[config.mk]
export PLATFORM = sky130hd
export DESIGN_NAME = t1_rx_alarm_gen
export DESIGN_NICKNAME = d
export VERILOG_FILES = /design/src/rtl/t1_alarm_pkg.sv /design/src/rtl/t1_viol_shaper.sv /design/src/rtl/t1_fe_qualify.sv /design/src/rtl/t1_fe_shaper.sv /design/src/rtl/t1_rx_alarm_gen.sv
export SDC_FILE = /design/constraint.sdc
export NUM_CORES = 1
export LEC_CHECK = 0
export BUFFER_PORTS_ARGS = -buffer_cell sky130_fd_sc_hd__buf_4
export CAP_MARGIN = 20
export CORE_AREA = 2 2 39 41
export CTS_BUF_LIST = sky130_fd_sc_hd__clkbuf_8
export DETAILED_ROUTE_END_ITERATION = 7
export DIE_AREA = 0 0 41 43
export GPL_ROUTABILITY_DRIVEN = 0
export PLACE_DENSITY = 0.51
export SKIP_LAST_GASP = 1
export SLEW_MARGIN = 20
export SYNTH_ARGS = -nofsm -noshare
export SYNTH_HDL_FRONTEND = slang
export SYNTH_SLANG_ARGS = --single-unit
[constraint.sdc]
create_clock -name clk -period 1.5 [get_ports clk]
set_clock_uncertainty 0.05 [all_clocks]
set_input_delay 0.075 -clock clk [delete_from_list [all_inputs] [get_ports clk]]
set_output_delay 0.075 -clock clk [all_outputs]
set_load 0.1 [all_outputs]
[src/rtl/t1_alarm_pkg.sv]
package t1_alarm_pkg;

    typedef enum logic {
        FRM_SF  = 1'b0,
        FRM_ESF = 1'b1
    } frm_mode_e;

endpackage

[src/rtl/t1_viol_shaper.sv]
module t1_viol_shaper (
    input  logic clk,
    input  logic rst_n,
    input  logic bit_viol,
    input  logic zcs_en,
    input  logic zcs_code,
    output logic viol_out
);

    typedef struct packed {
        logic hit;
    } vstate_t;

    vstate_t st_d, st_q;

    always_comb begin
        st_d     = st_q;
        st_d.hit = bit_viol && !(zcs_en && zcs_code);
    end

    always_ff @(posedge clk or negedge rst_n) begin
        if (!rst_n) st_q <= '0;
        else        st_q <= st_d;
    end

    assign viol_out = st_q.hit;

    // an unmasked violation shows in the following bit period
    p_viol_shown_r1: assert property (@(posedge clk) disable iff (!rst_n)
        (bit_viol && !zcs_code) |=> viol_out);

    // no flag, no indication in the following bit period
    p_viol_drop_r1: assert property (@(posedge clk) disable iff (!rst_n)
        !bit_viol |=> !viol_out);

    // substitution codes are never reported while decoding is on
    p_zcs_masked_r2: assert property (@(posedge clk) disable iff (!rst_n)
        (zcs_en && zcs_code) |=> !viol_out);

endmodule

[src/rtl/t1_fe_qualify.sv]
module t1_fe_qualify
    import t1_alarm_pkg::*;
#(
    parameter int unsigned FRM_IDX_W  = 5,
    parameter int unsigned SF_FRAMES  = 12,
    parameter int unsigned FPS_PERIOD = 4
) (
    input  logic                 fbit_stb,
    input  logic                 fbit_err,
    input  logic                 esf_mode,
    input  logic                 skip_f12,
    input  logic [FRM_IDX_W-1:0] frame_idx,
    output logic                 fe_hit
);

    localparam int unsigned PHASE_W = (FPS_PERIOD > 1) ? $clog2(FPS_PERIOD) : 1;
    localparam bit          POW2    = (FPS_PERIOD & (FPS_PERIOD - 1)) == 0;

    frm_mode_e mode;
    logic      fps_slot;
    logic      last_sf;

    assign mode    = frm_mode_e'(esf_mode);
    assign last_sf = 32'(frame_idx) == (SF_FRAMES - 1);

    generate
        if (POW2) begin : g_mask
            assign fps_slot = frame_idx[PHASE_W-1:0] == PHASE_W'(FPS_PERIOD - 1);
        end else begin : g_mod
            assign fps_slot = (32'(frame_idx) % FPS_PERIOD) == (FPS_PERIOD - 1);
        end
    endgenerate

    always_comb begin
        fe_hit = 1'b0;
        if (fbit_stb && fbit_err) begin
            case (mode)
                FRM_ESF: fe_hit = fps_slot;
                default: fe_hit = !(skip_f12 && last_sf);
            endcase
        end
    end

endmodule

[src/rtl/t1_fe_shaper.sv]
module t1_fe_shaper #(
    parameter int unsigned FE_BITS = 2
) (
    input  logic clk,
    input  logic rst_n,
    input  logic fe_hit,
    input  logic esf_mode,
    input  logic crc_err,
    input  logic mf_due,
    output logic frm_err_out
);

    localparam int unsigned CW = $clog2(FE_BITS + 1);

    typedef struct packed {
        logic [CW-1:0] rem;
        logic          crc;
    } fstate_t;

    fstate_t st_d, st_q;
    logic    crc_hit;

    assign crc_hit = esf_mode && mf_due && crc_err;

    always_comb begin
        st_d = st_q;
        if (fe_hit)              st_d.rem = CW'(FE_BITS);
        else if (st_q.rem != '0) st_d.rem = st_q.rem - 1'b1;
        st_d.crc = crc_hit;
    end

    always_ff @(negedge clk or negedge rst_n) begin
        if (!rst_n) st_q <= '0;
        else        st_q <= st_d;
    end

    assign frm_err_out = (st_q.rem != '0) || st_q.crc;

    // a qualified error holds the output over two falling edges
    p_fe_hold_r3: assert property (@(negedge clk) disable iff (!rst_n)
        fe_hit |=> frm_err_out ##1 frm_err_out);

    // the pulse ends after its last bit when nothing new arrives
    p_fe_end_r3: assert property (@(negedge clk) disable iff (!rst_n)
        (st_q.rem == CW'(1) && !fe_hit && !crc_hit) |=> !frm_err_out);

    // CRC6 hit in extended mode produces a high level at once
    p_crc_pulse_r6: assert property (@(negedge clk) disable iff (!rst_n)
        (esf_mode && mf_due && crc_err) |=> frm_err_out);

    // superframe mode keeps the CRC path silent
    p_sf_crc_quiet_r7: assert property (@(negedge clk) disable iff (!rst_n)
        (!esf_mode && !fe_hit && st_q.rem == '0) |=> !frm_err_out);

endmodule

[src/rtl/t1_rx_alarm_gen.sv]
module t1_rx_alarm_gen #(
    parameter int unsigned FRM_IDX_W  = 5,
    parameter int unsigned SF_FRAMES  = 12,
    parameter int unsigned FPS_PERIOD = 4,
    parameter int unsigned FE_BITS    = 2
) (
    input  logic                 clk,
    input  logic                 rst_n,
    input  logic                 bit_viol,
    input  logic                 zcs_en,
    input  logic                 zcs_code,
    input  logic                 fbit_stb,
    input  logic                 esf_mode,
    input  logic                 skip_f12,
    input  logic [FRM_IDX_W-1:0] frame_idx,
    input  logic                 fbit_err,
    input  logic                 crc_err,
    input  logic                 mf_due,
    output logic                 viol_out,
    output logic                 frm_err_out
);

    logic fe_hit;

    t1_viol_shaper u_viol (
        .clk      (clk),
        .rst_n    (rst_n),
        .bit_viol (bit_viol),
        .zcs_en   (zcs_en),
        .zcs_code (zcs_code),
        .viol_out (viol_out)
    );

    t1_fe_qualify #(
        .FRM_IDX_W  (FRM_IDX_W),
        .SF_FRAMES  (SF_FRAMES),
        .FPS_PERIOD (FPS_PERIOD)
    ) u_qual (
        .fbit_stb  (fbit_stb),
        .fbit_err  (fbit_err),
        .esf_mode  (esf_mode),
        .skip_f12  (skip_f12),
        .frame_idx (frame_idx),
        .fe_hit    (fe_hit)
    );

    t1_fe_shaper #(
        .FE_BITS (FE_BITS)
    ) u_fe (
        .clk         (clk),
        .rst_n       (rst_n),
        .fe_hit      (fe_hit),
        .esf_mode    (esf_mode),
        .crc_err     (crc_err),
        .mf_due      (mf_due),
        .frm_err_out (frm_err_out)
    );

    // in extended mode only pattern frames may qualify
    p_esf_fps_only_r4: assert property (@(negedge clk) disable iff (!rst_n)
        (esf_mode && (32'(frame_idx) % FPS_PERIOD) != (FPS_PERIOD - 1)) |-> !fe_hit);

    // frame twelve is rejected in superframe mode when skipped
    p_f12_skip_r5: assert property (@(negedge clk) disable iff (!rst_n)
        (!esf_mode && skip_f12 && 32'(frame_idx) == (SF_FRAMES - 1)) |-> !fe_hit);

    // no qualification outside the F-bit time
    p_fe_needs_stb_r3: assert property (@(negedge clk) disable iff (!rst_n)
        !fbit_stb |-> !fe_hit);

endmodule

==> results.sh <==
export IMPL_yosys_top_cells_count="dfrtn_1 (3), inv_1 (2), nand2_1 (2)"
export IMPL_netlist_instances=19
export IMPL_grt_max_degree=5
export IMPL_dp_hpwl_microns=401
export IMPL_initial_core_util_pct=16.4
export IMPL_final_area_sq_um=520
export IMPL_setup_viol=1
export IMPL_worstSetupPathType="flip-flop to primary output"
export IMPL_drtPass1Iterations=1
export IMPL_maxSlewViolCount=0
export IMPL_yosysTopAreaCellShare_pct=33.1
export IMPL_synth_ff_type="dfrtn_1"
export IMPL_vias=241
export IMPL_antenna_found_initial=0
export IMPL_rows=14
export IMPL_utilization_pct=37.6
export IMPL_async_reset_ff_share_pct=100
export IMPL_clock_path_buffers=2
export IMPL_grt_pass1_vias=251
export IMPL_rrSetupSlack_ns=0.15
export IMPL_synth_top_area_cell="dfrtn_1"
export IMPL_post_synth_top_count_cell="dfrtn_1"
export IMPL_netlist_top_cells_area="dfrtn_1 (33%), dfrtp_1 (11%), nand4b_4 (10%), nor4b_2 (6.6%), ha_1 (5.5%)"
export IMPL_hp_class="input pin to asynchronous set/reset pin"
export IMPL_required_ns=1.37
export IMPL_fin_ws_ns=-0.479
export IMPL_crit_fanout=2
export IMPL_yosys_warnings=0
export IMPL_powerDensity_nw_per_um2=1630
export IMPL_cts_tree="yes"
export IMPL_cts_buffers=3
export IMPL_synth_ff_latch_count=4
export IMPL_yosys_cell_types_count=15
export IMPL_grt_pass1_wl_microns=862
export IMPL_synthesis_area_sq_um=226
export IMPL_grt_remaining_overflow=0
export IMPL_drive_gt1_share_pct=63.8
export IMPL_dp_cells=55
export IMPL_violations="negative setup slack"
export IMPL_die_y_microns=43
export IMPL_wire_per_inst_microns=8.44
export IMPL_area_growth_pct=130
export IMPL_rr_startpoint="u_fe.st_q[1]"
export IMPL_worstMarginPinSlew_ns=0.279
export IMPL_postPlaceCellArea_sq_um=425
export IMPL_hold_slack_ns=0.138
export IMPL_p_leak_uw=0.000266
export IMPL_multiInputGateArea_sq_um=148
export IMPL_relSlewSlack_pct=81.6
export IMPL_grt_usage_pct=8.27
export IMPL_r2r_end="u_fe.st_q[2]"
export IMPL_cp_startpoint="u_fe.st_q[1]"
export IMPL_finalPower_uw=850
export IMPL_synth_area_per_cell_sq_um=11.9
export IMPL_drt_wl_total_microns=532
export IMPL_cts_sinks=4
export IMPL_rr_worst_depth=6
export IMPL_ant_nets=0
export IMPL_final_cells=63
export IMPL_root_buffer="clkbuf_8"
export IMPL_num_fill_cells=143
export IMPL_status="complete, but fails checks"
export IMPL_critPathCaptureType="primary output"
export IMPL_viasPerCell=3.83
export IMPL_cts_htree_levels=1
export IMPL_seq_area_sq_um=100
export IMPL_rsz0062_at_grt="true"
export IMPL_drc_errors=0
export IMPL_ir_drop_v=0.000531
export IMPL_start_kind="flip-flop"
export IMPL_ys_seq_area_share_pct=44.2
export IMPL_nNetsFinal=65
export IMPL_antenna_cells=0
export IMPL_design_core_area_sq_um=1380
export IMPL_synth_edf_count=0
export IMPL_hold_viol_final=0
export IMPL_max_cap_violations=0
export IMPL_die_w_microns=41
export IMPL_clkTransAtPathRegs_ns=0.03
export IMPL_arrival_ns=1.85
export IMPL_dieArea_sq_um=1760
export IMPL_numPortBuffers=17
export IMPL_drt_iter0_drc=0
export IMPL_clkLatencyLatePin_ns=0.24
export IMPL_syn_nets=36
export IMPL_io_pins=18
[worst max-delay path by stage]
| stage | cells after the start | end | slack (ns) |
|---|---|---|---|
| floorplan | 3 | frm_err_out | -0.25 |
| global placement | 4 | frm_err_out | -0.30 |
| detailed placement | 4 | frm_err_out | -0.33 |
| CTS | 4 | frm_err_out | -0.49 |
| global route | 4 | frm_err_out | -0.52 |
| finish | 4 | frm_err_out | -0.48 |
[metal layers]
metal  part of all wire (%)  track usage, %  wire length [microns]  vias up
li1                       -               -                      -      122
met1                     34            8.14                    181      101
met2                     49            10.9                    262       16
met3                     12            2.09                     63        2
met4                    4.7            12.0                     25        0
met5                      0               0                      0        -
[placed cells by master (no fill, tap or decap), drive strengths merged]
cell,n
a21boi,1
nand4b,1
xnor2,1
nand2b,1
dlygate4sd3,3
ha,1
dfrtp,1
nand2,2
o21a,1
o21ai,1
mux2,1
and3,1
nor4b,1
clkbuf,3
buf,21
a21o,1
inv,3
dfrtn,3
[cells by family after synthesis]
family,after synthesis,share of synthesized area [%]
AO/OA/AOI/OAI,4,12.2
flip-flops,4,44.2
adder cells (fa/ha/maj),1,5.52
AND/OR/NAND/NOR,6,26.0
XOR/XNOR,1,3.87
multiplexers,1,4.97
buffers and inverters,2,3.32
[flip-flops by register name, indices dropped and copies added, names as in the netlist]
register	count
u_viol.viol_out	1
u_fe.st_q	3
[through the flow]
| stage | setup TNS (ns) | setup slack [ns] |
|---|---|---|
| after global placement | -0.604 | -0.302 |
| after CTS | -0.489 | -0.489 |
| after floorplan | -0.295 | -0.247 |
| after detailed placement | -0.623 | -0.325 |
| after global routing | -0.517 | -0.517 |
| final | -0.479 | -0.479 |
[power by group]
group	internal (uW)	leakage (uW)	switching [uW]
Clock	175	0.0000269	57.0
Sequential	143	0.0000488	13.4
Combinational	241	0.000191	221
Total	558	0.000266	291
[what timing repair did]
| item | 4_1_cts | 5_1_grt |
|---|---|---|
| buffers inserted | 0 | 1 |
| resized for setup | 3 | 0 |
| hold buffers | 3 | 0 |
| hold endpoints to repair | 2 | 0 |
| endpoints found under the setup margin | 1 | 1 |
[cell type report]
| type | instances | area share (%) |
|---|---|---|
| clock buffers | 3 | 7.93 |
| clock inverters | 1 | 0.721 |
| inverters | 2 | 1.44 |
| multi-input cells | 13 | 28.4 |
| flip-flops and latches | 4 | 19.2 |
| well taps | 16 | 3.85 |
| repair buffers | 24 | 38.5 |
[worst max-delay path, cell delays in order (launching register included)]
cell and delay (ns):
dfrtn_1 0.42, inv_2 0.05, ha_4 0.16, nand2b_4 0.07
buf_12 0.16
Power figures use the tool's default switching activity.
